<file path="src/rtl/kq_pkg.sv">
package kq_pkg;
  localparam int EVT_W  = 8;
  localparam int CODE_F = 6;

  typedef logic [EVT_W-1:0] evt_t;

  typedef enum logic [1:0] {
    ACI_OFF   = 2'b00,
    ACI_SHORT = 2'b01,
    ACI_LONG  = 2'b10,
    ACI_RSVD  = 2'b11
  } aci_e;

  function automatic evt_t pack_evt(input logic more, input logic pressed,
                                    input logic [CODE_F-1:0] code);
    return {more, pressed, code};
  endfunction
endpackage

</file>
<file path="src/rtl/kq_diff.sv">
module kq_diff #(
  parameter int NKEYS = 64
) (
  input  logic             clk,
  input  logic             rst_n,
  input  logic             load,
  input  logic [NKEYS-1:0] keys,
  output logic [NKEYS-1:0] state_q,
  output logic [NKEYS-1:0] delta
);
  logic [NKEYS-1:0] state_d;

  always_comb begin
    delta   = keys ^ state_q;
    state_d = state_q;
    if (load) state_d = keys;
  end

  always_ff @(posedge clk or negedge rst_n) begin
    if (!rst_n) state_q <= '0;
    else if (load) state_q <= state_d;
  end
endmodule

</file>
<file path="src/rtl/kq_pick.sv">
module kq_pick #(
  parameter int NKEYS  = 64,
  parameter int CODE_W = $clog2(NKEYS)
) (
  input  logic [NKEYS-1:0]  mask,
  output logic [NKEYS-1:0]  first_oh,
  output logic [CODE_W-1:0] idx,
  output logic              any,
  output logic              more
);
  logic [NKEYS:0] below;

  assign below[0] = 1'b0;

  genvar g;
  generate
    for (g = 0; g < NKEYS; g++) begin : g_chain
      assign below[g+1]  = below[g] | mask[g];
      assign first_oh[g] = mask[g] & ~below[g];
    end
  endgenerate

  always_comb begin
    idx = '0;
    for (int i = 0; i < NKEYS; i++) begin
      if (first_oh[i]) idx = idx | CODE_W'(i);
    end
  end

  assign any  = below[NKEYS];
  assign more = |(mask & ~first_oh);
endmodule

</file>
<file path="src/rtl/kq_timer.sv">
module kq_timer #(
  parameter int TICKS_PER_MS = 200000
) (
  input  logic       clk,
  input  logic       rst_n,
  input  logic       start,
  input  logic       run,
  input  logic [1:0] aci,
  output logic       expire
);
  import kq_pkg::*;

  localparam int LONG_CYC = 10 * TICKS_PER_MS;
  localparam int CNT_W    = $clog2(LONG_CYC + 1);
  localparam logic [CNT_W-1:0] TGT_S = CNT_W'(5 * TICKS_PER_MS - 1);
  localparam logic [CNT_W-1:0] TGT_L = CNT_W'(LONG_CYC - 1);
  localparam logic [CNT_W-1:0] CNT_MAX = CNT_W'(LONG_CYC);

  logic [CNT_W-1:0] cnt_q, cnt_d;
  logic             cnt_en;
  logic             armed;
  logic [CNT_W-1:0] tgt;

  always_comb begin
    armed = 1'b0;
    tgt   = TGT_L;
    case (aci_e'(aci))
      ACI_SHORT: begin armed = 1'b1; tgt = TGT_S; end
      ACI_LONG:  begin armed = 1'b1; tgt = TGT_L; end
      default:   begin armed = 1'b0; tgt = TGT_L; end
    endcase
    expire = run & armed & (cnt_q == tgt);
  end

  always_comb begin
    cnt_en = start | (run & (cnt_q != CNT_MAX));
    cnt_d  = start ? '0 : cnt_q + 1'b1;
  end

  always_ff @(posedge clk or negedge rst_n) begin
    if (!rst_n) cnt_q <= '0;
    else if (cnt_en) cnt_q <= cnt_d;
  end

  AST_TMR_BOUND: assert property (@(posedge clk) disable iff (!rst_n)
    expire |-> (cnt_q >= TGT_S));
endmodule

</file>
<file path="src/rtl/kq_evt_queue.sv">
module kq_evt_queue #(
  parameter int ROWS         = 8,
  parameter int COLS         = 8,
  parameter int TICKS_PER_MS = 200000
) (
  input  logic                 clk,
  input  logic                 rst_n,
  input  logic                 latch_vld,
  input  logic [ROWS*COLS-1:0] latch_keys,
  input  logic                 rd_pulse,
  input  logic [1:0]           aci_cfg,
  output logic [7:0]           evt_byte,
  output logic                 irq_n
);
  import kq_pkg::*;

  localparam int NKEYS  = ROWS * COLS;
  localparam int CODE_W = $clog2(NKEYS);

  logic [NKEYS-1:0]  state_q, delta;
  logic [NKEYS-1:0]  pend_q, pend_d;
  logic [NKEYS-1:0]  first_oh;
  logic [CODE_W-1:0] idx;
  logic              any, more;
  logic              irq_q, irq_d;
  logic              acc, new_batch, rd_hit, expire;
  logic              pend_en, irq_en;

  kq_diff #(.NKEYS(NKEYS)) u_diff (
    .clk(clk), .rst_n(rst_n), .load(acc), .keys(latch_keys),
    .state_q(state_q), .delta(delta)
  );

  kq_pick #(.NKEYS(NKEYS), .CODE_W(CODE_W)) u_pick (
    .mask(pend_q), .first_oh(first_oh), .idx(idx), .any(any), .more(more)
  );

  kq_timer #(.TICKS_PER_MS(TICKS_PER_MS)) u_tmr (
    .clk(clk), .rst_n(rst_n), .start(new_batch), .run(irq_q),
    .aci(aci_cfg), .expire(expire)
  );

  always_comb begin
    acc       = latch_vld & ~irq_q;
    new_batch = acc & (|delta);
    rd_hit    = rd_pulse & any & ~new_batch;

    pend_en = new_batch | rd_hit;
    pend_d  = new_batch ? delta : (pend_q & ~first_oh);

    irq_en = 1'b0;
    irq_d  = irq_q;
    if (new_batch) begin
      irq_en = 1'b1;
      irq_d  = 1'b1;
    end else if ((rd_hit & ~more) | expire) begin
      irq_en = 1'b1;
      irq_d  = 1'b0;
    end
  end

  always_ff @(posedge clk or negedge rst_n) begin
    if (!rst_n) begin
      pend_q <= '0;
      irq_q  <= 1'b0;
    end else begin
      if (pend_en) pend_q <= pend_d;
      if (irq_en)  irq_q  <= irq_d;
    end
  end

  assign evt_byte = any ? pack_evt(more, state_q[idx], CODE_F'(idx)) : '0;
  assign irq_n    = ~irq_q;

  AST_IRQ_ON: assert property (@(posedge clk) disable iff (!rst_n)
    (latch_vld && irq_n && (|delta)) |=> !irq_n);

  AST_ASCEND: assert property (@(posedge clk) disable iff (!rst_n)
    (rd_pulse && evt_byte[7] && !(latch_vld && irq_n))
      |=> (evt_byte != 8'h00) && (evt_byte[5:0] > $past(evt_byte[5:0])));

  AST_LAST_READ: assert property (@(posedge clk) disable iff (!rst_n)
    (rd_pulse && (evt_byte != 8'h00) && !evt_byte[7] && !(latch_vld && irq_n))
      |=> (evt_byte == 8'h00) && irq_n);

  AST_BUSY_IGNORE: assert property (@(posedge clk) disable iff (!rst_n)
    (latch_vld && !irq_n && !rd_pulse) |=> $stable(evt_byte));

  AST_EMPTY_READ: assert property (@(posedge clk) disable iff (!rst_n)
    (rd_pulse && (evt_byte == 8'h00) && !(latch_vld && irq_n))
      |=> (evt_byte == 8'h00));
endmodule

</file>
<file path="config.mk">
export PLATFORM = sky130hd
export DESIGN_NAME = kq_evt_queue
export DESIGN_NICKNAME = d
export VERILOG_FILES = /design/src/rtl/kq_pkg.sv /design/src/rtl/kq_diff.sv /design/src/rtl/kq_pick.sv /design/src/rtl/kq_timer.sv /design/src/rtl/kq_evt_queue.sv
export SDC_FILE = /design/constraint.sdc
export NUM_CORES = 1
export LEC_CHECK = 0
export ABC_AREA = 1
export BUFFER_PORTS_ARGS = -buffer_cell sky130_fd_sc_hd__buf_2
export CAP_MARGIN = 10
export CORE_MARGIN = 2
export CORE_UTILIZATION = 55
export CTS_CLUSTER_DIAMETER = 80
export DETAILED_ROUTE_END_ITERATION = 16
export GPL_TIMING_DRIVEN = 1
export PLACE_DENSITY = 0.85
export SLEW_MARGIN = 25
export SYNTH_ARGS = -nofsm -noshare
export SYNTH_HDL_FRONTEND = slang
export SYNTH_SLANG_ARGS = --single-unit
</file>
<file path="constraint.sdc">
create_clock -name clk -period 6 [get_ports clk]
set_input_delay 0.3 -clock clk [delete_from_list [all_inputs] [get_ports clk]]
set_output_delay 0.3 -clock clk [all_outputs]
set_load 0.1 [all_outputs]
</file>
==> reports/qor.txt <==
SETUP PATH
------------------------------------------------------------------------------
Sort of element at the end of the critical path                   primary output
Library cell appearing most often on the critical path            sky130_fd_sc_hd__nand4_4
Worst endpoint data arrival time                                       5.69 ns
Worst reg2reg startpoint                                             pend_q[5]
Worst Setup SP                                                       pend_q[5]
Critical path fanouts, max                                                   6
Slowest Stage Delay on Critical Path                                   0.43 ns
Worst reg2reg endpoint                                              pend_q[28]
Number of cell instances on the worst register-to-register path             30
Kind of critical path                                             register to primary output
Worst reg2reg setup slack                                              0.59 ns
Nature of the critical path startpoint                                register
Capture point of the critical path                                 evt_byte[6]
Slowest stage cell on the critical path                           sky130_fd_sc_hd__dfrtp_1
Req. time, crit path                                                   5.70 ns

GLOBAL ROUTING
------------------------------------------------------------------------------
Vias in the first global route                                            8582
Maximum number of pins on one net before global-route repair                86
Overflow left after global routing                                           0
Initial antenna violation count                                              0
Overall Global Routing Usage                                             0.310
Global-route wire length before repair                                44500 µm

CLOCK TREE
------------------------------------------------------------------------------
Clock transition at the registers of the reported paths                0.07 ns
Maximum number of buffers from clock root to sink                            2
Num CTS Buffers                                                             17
Clock tree from TritonCTS                                                  yes
Maximum level of the CTS H-tree                                              4
Clock sinks                                                                150
Buffer type at the clock tree root                                sky130_fd_sc_hd__clkbuf_16
Worst-Skew Late Latency                                                0.44 ns

STA
------------------------------------------------------------------------------
Min Tclk post-route                                                    5.99 ns
Total count of hold-check failures in the final report                       0
Final setup skew                                                    0.00994 ns
Tightest Pin Transition                                               0.907 ns
Final critical-path share of the clock period                            0.999
Final count of pins violating max slew                                       0
Endpoints failing setup                                                      0
Fmax                                                                   167 MHz
Headroom to the max-slew limit                                           0.395

SYNTHESIS
------------------------------------------------------------------------------
Synth Instances                                                           1220
Synth warnings                                                               0
Most used DFF post-synth                                          sky130_fd_sc_hd__dfrtp_1
Synth unique cells                                                          53
Netlist Area Pre-Place                                                9790 µm²
Post-Synthesis Mean Instance Area                                     8.03 µm²
Flops & latches, synth                                                     150
Async S/R FF share, synth                                                 1.00
Sequential area share after synthesis                                    0.383
Cell type with the largest total area after synthesis             sky130_fd_sc_hd__dfrtp_1
Number of enable-type register cells in the synthesized netlist              0
Top post-synthesis cells by area                                  sky130_fd_sc_hd__dfrtp_1, sky130_fd_sc_hd__nand2_1, sky130_fd_sc_hd__xor2_1
Share of Yosys cell area claimed by the top area cell type               0.383
Post-Syn Nets                                                             1293

FINAL LAYOUT
------------------------------------------------------------------------------
Most common cell after layout, fill and taps aside                sky130_fd_sc_hd__nand2_1
Post-synthesis to final-layout area growth                               16.8%
Final design utilization                                                 0.659
Fraction of layout cells with a size suffix above 1                      0.197
Layout net count                                                          1393
Top library cells by usage in the layout, fill and taps aside     sky130_fd_sc_hd__nand2_1, sky130_fd_sc_hd__dfrtp_1, sky130_fd_sc_hd__inv_1, sky130_fd_sc_hd__nor2_1, sky130_fd_sc_hd__nand3_1
Antenna cells                                                                0

ROUTING
------------------------------------------------------------------------------
Routed via count divided by cell count                                    6.21
Final antenna-violating net count                                            0
Detailed-route wire length                                            30400 µm
Count of unresolved DRC violations after routing                             0
Vias                                                                      9678
Iteration-0 DRC Markers                                                   1624
Detailed-router iteration count before antenna repair                        9
Routed len/inst                                                        19.5 µm

DIE
------------------------------------------------------------------------------
Io pins                                                                     79
Starting utilization of the core area                                    0.564
Die W                                                                   137 µm
Die Ht                                                                  137 µm
Cell row count                                                              48
Die Footprint                                                        18900 µm²
Standard cell core area                                              17400 µm²

PLACEMENT
------------------------------------------------------------------------------
Count of port buffers added during placement                                78
Final estimated routing congestion in global placement                   0.985
Half-perimeter wire length after placement                            20500 µm

OUTCOME
------------------------------------------------------------------------------
Outcome                                                           finished, final reports clean

HOLD PATH
------------------------------------------------------------------------------
Count of cells along the worst hold path                                     2
HP Class                                                          input port to register

FLOW RUN
------------------------------------------------------------------------------
Number of max-cap violations                                                 0

cell usage after synthesis, types with 2 or more instances:
cell type and count:
sky130_fd_sc_hd__mux2_2 31, sky130_fd_sc_hd__o21ai_0 51, sky130_fd_sc_hd__dfrtp_1 150, sky130_fd_sc_hd__nand4_4 6
sky130_fd_sc_hd__nand3_1 88, sky130_fd_sc_hd__nor2_4 11, sky130_fd_sc_hd__nor3_1 18, sky130_fd_sc_hd__nor4_1 27
sky130_fd_sc_hd__nand3b_1 33, sky130_fd_sc_hd__buf_6 7, sky130_fd_sc_hd__o211ai_1 25, sky130_fd_sc_hd__nand2_2 3
sky130_fd_sc_hd__or4_1 2, sky130_fd_sc_hd__nor3b_1 2, sky130_fd_sc_hd__o22ai_1 3, sky130_fd_sc_hd__a221oi_1 2
sky130_fd_sc_hd__inv_1 149, sky130_fd_sc_hd__nand4_1 29, sky130_fd_sc_hd__buf_2 9, sky130_fd_sc_hd__o221ai_2 5
sky130_fd_sc_hd__nand2_1 194, sky130_fd_sc_hd__nand2_4 3, sky130_fd_sc_hd__ha_1 3, sky130_fd_sc_hd__buf_4 5
sky130_fd_sc_hd__clkbuf_1 16, sky130_fd_sc_hd__o2111ai_1 5, sky130_fd_sc_hd__a21oi_1 52, sky130_fd_sc_hd__a211oi_1 2
sky130_fd_sc_hd__a31oi_1 5, sky130_fd_sc_hd__o21ai_1 15, sky130_fd_sc_hd__a2111oi_0 3, sky130_fd_sc_hd__o221ai_1 21
sky130_fd_sc_hd__nand3_2 3, sky130_fd_sc_hd__buf_1 7, sky130_fd_sc_hd__nor2_2 11, sky130_fd_sc_hd__xor2_1 68
sky130_fd_sc_hd__nand4_2 10, sky130_fd_sc_hd__nor2_1 127, sky130_fd_sc_hd__inv_2 5
worst max-delay path, delay by kind of cell (launching register included):
family	cells	cell delay, ns
AO/OA/AOI/OAI	1	0.20
AND/OR/NAND/NOR	30	4.19
buffers and inverters	2	0.42
flip-flops	1	0.43
cell families after synthesis:
| family | after synthesis | synth area share |
|---|---|---|
| xor+xnor | 69 | 0.0617 |
| flops | 150 | 0.383 |
| compound gates | 196 | 0.127 |
| fa+ha+maj | 3 | 0.00383 |
| simple gates | 571 | 0.301 |
| mux | 31 | 0.0357 |
| buf+inv | 200 | 0.0865 |
what timing repair did:
action                                  in CTS  in global routing
pin swaps                                    0                 31
endpoints found under the setup margin       1                  1
cloned                                       1                  5
hold buffers                                 1                  0
resized for setup                            2                 37
endpoints found under the hold margin       83                  0
setup buffers                                0                 30
flip-flops by register name, indices dropped and copies added, names as in the netlist:
register / flops
irq_q: 1
pend_q: 64
u_diff.state_q: 64
u_tmr.cnt_q: 21
how the worst min path moves through the flow:
| stage | start | to | slack [ns] |
|---|---|---|---|
| 6_report | latch_keys[46] | u_diff.state_q[46] | 0.12 |
| 4_1_cts | latch_keys[6] | u_diff.state_q[6] | 0.12 |
| 2_1_floorplan | rst_n | irq_q | 0.004 |
| 3_3_place_gp | rst_n | u_diff.state_q[9] | 0.41 |
| 5_1_grt | latch_keys[6] | u_diff.state_q[6] | 0.12 |
| 3_5_place_dp | rst_n | u_diff.state_q[9] | 0.40 |
layer usage:
layer,global-route usage,vias to the layer above,part of all wire
li1,-,4367,-
met1,0.423,4472,0.39
met2,0.466,705,0.45
met3,0.0559,134,0.10
met4,0.170,0,0.057
met5,0,-,0
metrics by stage:
| step | std cells | area, µm² | setup WS [ns] | TNS, ns | hold slack [ns] |
|---|---|---|---|---|---|
| after CTS | 1523 | 10900 | 0.0703 | 0 | 0.117 |
| after global routing | 1558 | 11400 | -0.236 | -0.333 | 0.119 |
| after global placement | 1489 | 10300 | 0.597 | 0 | 0.408 |
| final | 1558 | 11400 | 0.00741 | 0 | 0.116 |
| after floorplan | 1220 | 9790 | 0.277 | 0 | 0.00441 |
| after detailed placement | 1489 | 10300 | 0.414 | 0 | 0.404 |
cell type report:
cell class	count	area, µm²
Fill cell	1323	5920
Multi-Input combinational cell	874	5410
Sequential cell	150	3750
Timing Repair Buffer	122	808
Inverter	155	584
Clock buffer	20	457
Tap cell	225	282
Clock inverter	12	143
Power is not shown: default switching activity piles up to over one toggle a cycle in this logic, so the estimate is an artifact.
